## src/rtl/idx_pkg.sv

```systemverilog
// Package: shared opcode encoding for the subtractive index unit.
// Assumes a 3-bit opcode class; codes 5..7 are unused and treated as no-ops.
package idx_pkg;
    localparam int OP_W = 3;

    typedef enum logic [OP_W-1:0] {
        OP_ADDR  = 3'd0,   // effective address only
        OP_LOAD  = 3'd1,   // index := address field
        OP_TDEC  = 3'd2,   // count down, transfer while count remains
        OP_TEXH  = 3'd3,   // count down, transfer when count is exhausted
        OP_TINC  = 3'd4    // count up, always transfer
    } idx_op_e;
endpackage

```

## src/rtl/idx_sub.sv

```systemverilog
// Module: idx_sub
// Computes a - b modulo 2^W as an adder fed with the one's complement of b
// plus a carry-in of one. Purely combinational.
module idx_sub #(
    parameter int W = 15
) (
    input  logic [W-1:0] a_i,
    input  logic [W-1:0] b_i,
    output logic [W-1:0] d_o
);
    localparam logic [W-1:0] ONE = W'(1);

    // Complement-and-add subtraction; the carry out is dropped (wraps).
    always_comb d_o = a_i + ~b_i + ONE;
endmodule

```

## src/rtl/idx_regfile.sv

```systemverilog
// Module: idx_regfile
// Holds NXR index registers addressed 1..NXR. Selector 0 reads as zero and
// cannot be written. One read port, one write port; write at the clock edge.
module idx_regfile #(
    parameter int AW  = 15,
    parameter int NXR = 3,
    localparam int SW = $clog2(NXR + 1)
) (
    input  logic          clk,
    input  logic          rst_n,
    input  logic [SW-1:0] rd_sel_i,
    output logic [AW-1:0] rd_data_o,
    input  logic          we_i,
    input  logic [SW-1:0] wr_sel_i,
    input  logic [AW-1:0] wr_data_i
);
    logic [AW-1:0] regs [NXR+1];

    // Entry 0 is a constant zero standing for "no index".
    assign regs[0] = '0;

    for (genvar g = 1; g <= NXR; g++) begin : g_xr
        // Storage for one index register with synchronous clear.
        always_ff @(posedge clk) begin
            if (!rst_n)
                regs[g] <= '0;
            else if (we_i && (wr_sel_i == SW'(g)))
                regs[g] <= wr_data_i;
        end
    end

    // Read mux; out-of-range selectors read as zero.
    always_comb begin
        rd_data_o = '0;
        for (int i = 0; i <= NXR; i++)
            if (rd_sel_i == SW'(i)) rd_data_o = regs[i];
    end
endmodule

```

## src/rtl/idx_loop_ctrl.sv

```systemverilog
// Module: idx_loop_ctrl
// Decides transfer and register update for one instruction from the current
// index value. Assumes the index value is zero when no register is selected.
module idx_loop_ctrl
    import idx_pkg::*;
#(
    parameter int AW = 15
) (
    input  logic [OP_W-1:0] op_i,
    input  logic            sel_nz_i,
    input  logic [AW-1:0]   xval_i,
    input  logic [AW-1:0]   decr_i,
    input  logic [AW-1:0]   addr_i,
    output logic            take_o,
    output logic            wr_o,
    output logic [AW-1:0]   wr_val_o
);
    logic [AW-1:0] down_val;
    logic [AW-1:0] up_val;
    logic          remains;

    idx_sub #(.W(AW)) u_down (.a_i(xval_i), .b_i(decr_i), .d_o(down_val));

    // Count remains while index is strictly above the step; limit is zero.
    always_comb remains = xval_i > decr_i;
    // Upward step for the increment-and-transfer form.
    always_comb up_val = xval_i + decr_i;

    // Per-opcode outcome.
    always_comb begin
        take_o   = 1'b0;
        wr_o     = 1'b0;
        wr_val_o = down_val;
        case (idx_op_e'(op_i))
            OP_LOAD: begin
                wr_o     = sel_nz_i;
                wr_val_o = addr_i;
            end
            OP_TDEC: begin
                take_o = remains;
                wr_o   = remains && sel_nz_i;
            end
            OP_TEXH: begin
                take_o = !remains;
                wr_o   = remains && sel_nz_i;
            end
            OP_TINC: begin
                take_o   = 1'b1;
                wr_o     = sel_nz_i;
                wr_val_o = up_val;
            end
            default: ;
        endcase
    end
endmodule

```

## src/rtl/idx_unit.sv

```systemverilog
// Module: idx_unit (top)
// Subtractive index address unit: registered effective address, loop-control
// transfer decision and index register update, one clock after start_i.
// Assumes the instruction fields are stable in the cycle start_i is high.
module idx_unit
    import idx_pkg::*;
#(
    parameter int AW  = 15,
    parameter int NXR = 3,
    localparam int SW = $clog2(NXR + 1)
) (
    input  logic            clk,
    input  logic            rst_n,
    input  logic            start_i,
    input  logic [OP_W-1:0] op_i,
    input  logic [AW-1:0]   addr_i,
    input  logic [AW-1:0]   decr_i,
    input  logic [SW-1:0]   xsel_i,
    output logic            done_o,
    output logic [AW-1:0]   ea_o,
    output logic            br_taken_o,
    output logic [AW-1:0]   br_target_o,
    output logic            xr_we_o,
    output logic [SW-1:0]   xr_sel_o,
    output logic [AW-1:0]   xr_wdata_o
);
    logic [AW-1:0] xval;
    logic [AW-1:0] ea_next;
    logic          take;
    logic          wr;
    logic [AW-1:0] wr_val;
    logic          sel_nz;
    logic          wr_go;

    always_comb sel_nz = xsel_i != '0;
    always_comb wr_go  = start_i && wr;

    idx_regfile #(.AW(AW), .NXR(NXR)) u_rf (
        .clk(clk), .rst_n(rst_n),
        .rd_sel_i(xsel_i), .rd_data_o(xval),
        .we_i(wr_go), .wr_sel_i(xsel_i), .wr_data_i(wr_val)
    );

    idx_sub #(.W(AW)) u_ea (.a_i(addr_i), .b_i(xval), .d_o(ea_next));

    idx_loop_ctrl #(.AW(AW)) u_ctl (
        .op_i(op_i), .sel_nz_i(sel_nz), .xval_i(xval), .decr_i(decr_i),
        .addr_i(addr_i), .take_o(take), .wr_o(wr), .wr_val_o(wr_val)
    );

    // Result registers: strobes follow start, data fields load on start.
    always_ff @(posedge clk) begin
        if (!rst_n) begin
            done_o      <= 1'b0;
            br_taken_o  <= 1'b0;
            xr_we_o     <= 1'b0;
            ea_o        <= '0;
            br_target_o <= '0;
            xr_sel_o    <= '0;
            xr_wdata_o  <= '0;
        end else begin
            done_o     <= start_i;
            br_taken_o <= start_i && take;
            xr_we_o    <= wr_go;
            if (start_i) begin
                ea_o        <= ea_next;
                br_target_o <= addr_i;
                xr_sel_o    <= xsel_i;
                xr_wdata_o  <= wr_val;
            end
        end
    end
endmodule

```

## config.mk

```make
export PLATFORM = sky130hd
export DESIGN_NAME = idx_unit
export DESIGN_NICKNAME = d
export VERILOG_FILES = /design/src/rtl/idx_pkg.sv /design/src/rtl/idx_sub.sv /design/src/rtl/idx_regfile.sv /design/src/rtl/idx_loop_ctrl.sv /design/src/rtl/idx_unit.sv
export SDC_FILE = /design/constraint.sdc
export NUM_CORES = 1
export LEC_CHECK = 0
export BUFFER_PORTS_ARGS = -buffer_cell sky130_fd_sc_hd__buf_2
export CORE_MARGIN = 4
export CORE_UTILIZATION = 50
export CTS_BUF_LIST = sky130_fd_sc_hd__clkbuf_4
export DETAILED_ROUTE_END_ITERATION = 8
export GPL_TIMING_DRIVEN = 1
export HOLD_SLACK_MARGIN = 0.05
export PLACE_DENSITY = 0.71
export SLEW_MARGIN = 5
export SYNTH_ARGS = -nofsm -noshare
export SYNTH_HDL_FRONTEND = slang
export SYNTH_SLANG_ARGS = --single-unit
```

## constraint.sdc

```tcl
create_clock -name clk -period 4.5 [get_ports clk]
set_input_delay 0.45 -clock clk [delete_from_list [all_inputs] [get_ports clk]]
set_output_delay 0.45 -clock clk [all_outputs]
set_load 0.05 [all_outputs]
```

==> results by group <==
Routing
  • Final wirelength: 16,700 µm
  • Via Count: 5,435
  • Detailed-route DRC error count: 0
  • WL/cell: 17.9 µm
  • Iter 0 DRT Violations: 319
  • Via/cell ratio: 5.83
  • Pre-Repair DR Iteration Count: 5
  • Post-route antenna net violation count: 0

Timing
  • Final setup fails: 0
  • Worst-Margin Slew: 1.22 ns
  • Layout Skew: 0.0196 ns
  • RSZ-0062 raised after global routing: no
  • Final worst-path cycle share: 81.5%
  • Min cycle time layout: 3.67 ns
  • Fin. max-slew vios: 0
  • Slew Limit Headroom: 18.0%
  • Sum of negative setup slack: 0 ns
  • Final hold violations: 0
  • Max Clk Rate: 273 MHz

Global route
  • Overflow after GRT: 0
  • Initial antenna violation count: 1
  • Gr usage total: 25.1%
  • Largest net degree at the start of global routing: 55
  • Number of global-route vias before repair: 5,262
  • First-pass GRT wire length: 26,800 µm

Placed design
  • Port bufs: 87
  • Post-DP HPWL: 12,700 µm
  • Gpl congestion: 0.898

Run status
  • Status: completed

Critical path
  • Max incr delay on CP: 0.47 ns
  • Reg-to-reg slack, setup: 1.08 ns
  • CP cell instances: buf_2 -> nor2b_1 -> buf_4 -> a22o_1 -> inv_1 -> fa_1 -> nor2b_1 -> o21ai_1 -> a311oi_1 -> nor3_1 -> a221o_1 -> a22oi_1 -> a211oi_1
  • CP dominant cell by count: nor2b_1
  • Critical Path Fanout Max: 20
  • Reg2reg end: u_rf.regs[42]
  • Delay-heaviest family, CP: compound AO/OA/AOI/OAI gates
  • Critical path startpoint category: input port
  • Arr. time, crit path: 4.03 ns
  • Worst reg2reg path startpoint: u_rf.regs[0]
  • CP Class: in -> reg
  • Buf/Inv on CP: 3
  • Req. time, crit path: 4.86 ns
  • Reg2reg path depth: 13
  • CP Capture Type: flop
  • CP max-delay cell: a311oi_1

Clock network
  • Maximum buffer depth of the clock tree: 2
  • CTS root buffer: clkbuf_4
  • Post-cts resize count: 0
  • CTS tree: yes
  • H-tree Lvls: 3
  • CTS Buf Count: 9
  • Cts hold-fix bufs: 0
  • CTS clock-pin slew for the worst setup and hold paths: 0.16 ns
  • Later-pin clock latency in the skew report: 0.49 ns
  • Clk sinks: 95
  • Setup bufs post-CTS: 0

Logic synthesis
  • Yosys top cell area share: 31.9%
  • Post-synth ARST share: 0%
  • Ranking of synthesized cells by area: dfxtp_1, ha_1, mux2i_1, nor2_1, a21oi_1
  • Avg Cell Area, Syn: 8.46 µm²
  • Gate Count Post-Synth: 705
  • Net Count, Synth: 789
  • Synthesized flop and latch total: 95
  • Fraction of the yosys area taken by sequential cells: 31.9%
  • Post-Syn Area: 5970 µm²
  • Synth Warn #: 0
  • Synth area leader: dfxtp_1
  • Most used DFF post-synth: dfxtp_1
  • Number of distinct library cells after synthesis: 70
  • Post-synth EDFFs: 0

Worst hold path
  • Hold Path Depth: 3
  • Worst Hold End: br_target_o[3]
  • Worst Hold Launch: addr_i[3]
  • HP Class: in -> reg

Power and ir drop
  • Pwr/cell area: 282 nW/µm²
  • VDD IR max: 0.286 mV
  • Pleak: 0.00298 µW

Cells and area
  • Layout cells sized above 1: 20.0%
  • Register area: 1900 µm²
  • Area of the multi-input gates: 3720 µm²
  • # fillers: 1,082
  • Final #Nets: 869
  • Area growth syn-to-layout: 12.4%
  • Final core occ: 58.0%

Die
  • IO Count: 88
  • # rows: 39
  • Die X-Extent: 117 µm
  • Die H: 117 µm
  • Die area: 13,700 µm²
  • Core box area: 11,600 µm²
  • Starting Density: 51.6%

Job
  • # Max-Cap Violations: 0
==> area by class of cell <==
class                      count  share of cell area [%]
antenna                        1                  0.0373
clock buffer                   9                    1.01
clock inverter                 6                    1.01
inverter                      47                    2.63
multi-input combinational    525                    55.6
sequential                    95                    28.4
tap                          143                    2.67
timing repair buffer         107                    8.73
==> worst min-delay path: stages <==
cell and delay [ns]:
buf_2 0.11, mux2i_1 0.07, nor2_1 0.07
==> cells by family after synthesis <==
family	count (synthesis)	share of synthesized area, %
muxes	60	10.4
DFF	95	31.9
AOI/OAI and AO/OA	208	24.4
and+or+nand+nor	193	15.0
xor gates and xnor gates	18	2.64
adders and majority gates	46	10.0
buffers and inverters	85	5.68
==> metal layers <==
metal,wire [µm],track usage (%)
met1,7440,31.3
met2,8090,43.7
met3,811,4.37
met4,370,8.79
met5,0,0
==> flip-flops by register name, indices dropped and copies added (netlist names) <==
register / count
u_rf.regs: 45
xr_we_o: 1
ea_o: 15
xr_wdata_o: 15
xr_sel_o: 2
br_target_o: 15
done_o: 1
br_taken_o: 1
==> Yosys cell counts (8+ instances only) <==
cell and n:
a21oi_1 48, mux2i_1 45, nor2b_1 10, nand2_1 24
a211oi_1 24, dfxtp_1 95, xor2_1 8, nor2_1 110
inv_1 45, xnor2_1 10, o21ai_0 46, nor3_1 9
ha_1 43, a22o_1 14, clkbuf_1 26, mux2_2 15
==> per-stage QoR <==
stage          cells  setup WS, ns  hold slack, ns  power (µW)  cell area [µm²]
3_5_place_dp     917         0.375           0.466        1420             6570
3_3_place_gp     917         0.488           0.460        1410             6570
5_1_grt          933         0.636           0.245        1990             6710
6_report         933         0.831           0.241        1890             6710
4_1_cts          932         0.912           0.215        1900             6700
2_1_floorplan    705         0.423           0.454        1280             5970
==> placed cells by master (no fill, tap or decap), types with 6 or more instances in the layout <==
master,synthesis,routed
nor2b_1,10,10
xnor2_1,10,10
a211oi_1,24,24
mux2_2,15,15
a21oi_1,48,48
buf_2,7,87
clkbuf_4,0,9
a22oi_1,7,7
nor3_1,9,9
inv_1,45,45
nand3_1,6,6
dfxtp_1,95,95
a22o_1,14,14
nand2b_1,7,7
mux2i_1,45,45
ha_1,43,43
buf_4,3,20
xor2_1,8,8
o21ai_0,46,46
nor2_1,110,110
nand2_1,24,24
==> power breakdown <==
group | switching (µW) | internal (µW)
sequential | 19.4 | 883
clock | 315 | 170
combinational | 343 | 160
total | 677 | 1210
==> how the worst max path moves through the flow <==
stage | from | endpoint | slack, ns | depth (start not counted)
3_5_place_dp | xsel_i[0] | u_rf.regs[42] | 0.38 | 14
6_report | xsel_i[0] | u_rf.regs[10] | 0.83 | 13
4_1_cts | xsel_i[0] | u_rf.regs[42] | 0.91 | 14
5_1_grt | xsel_i[0] | xr_wdata_o[10] | 0.64 | 13
2_1_floorplan | xsel_i[0] | u_rf.regs[42] | 0.42 | 15
3_3_place_gp | xsel_i[0] | xr_wdata_o[12] | 0.49 | 14
Power figures use the tool's default switching activity.
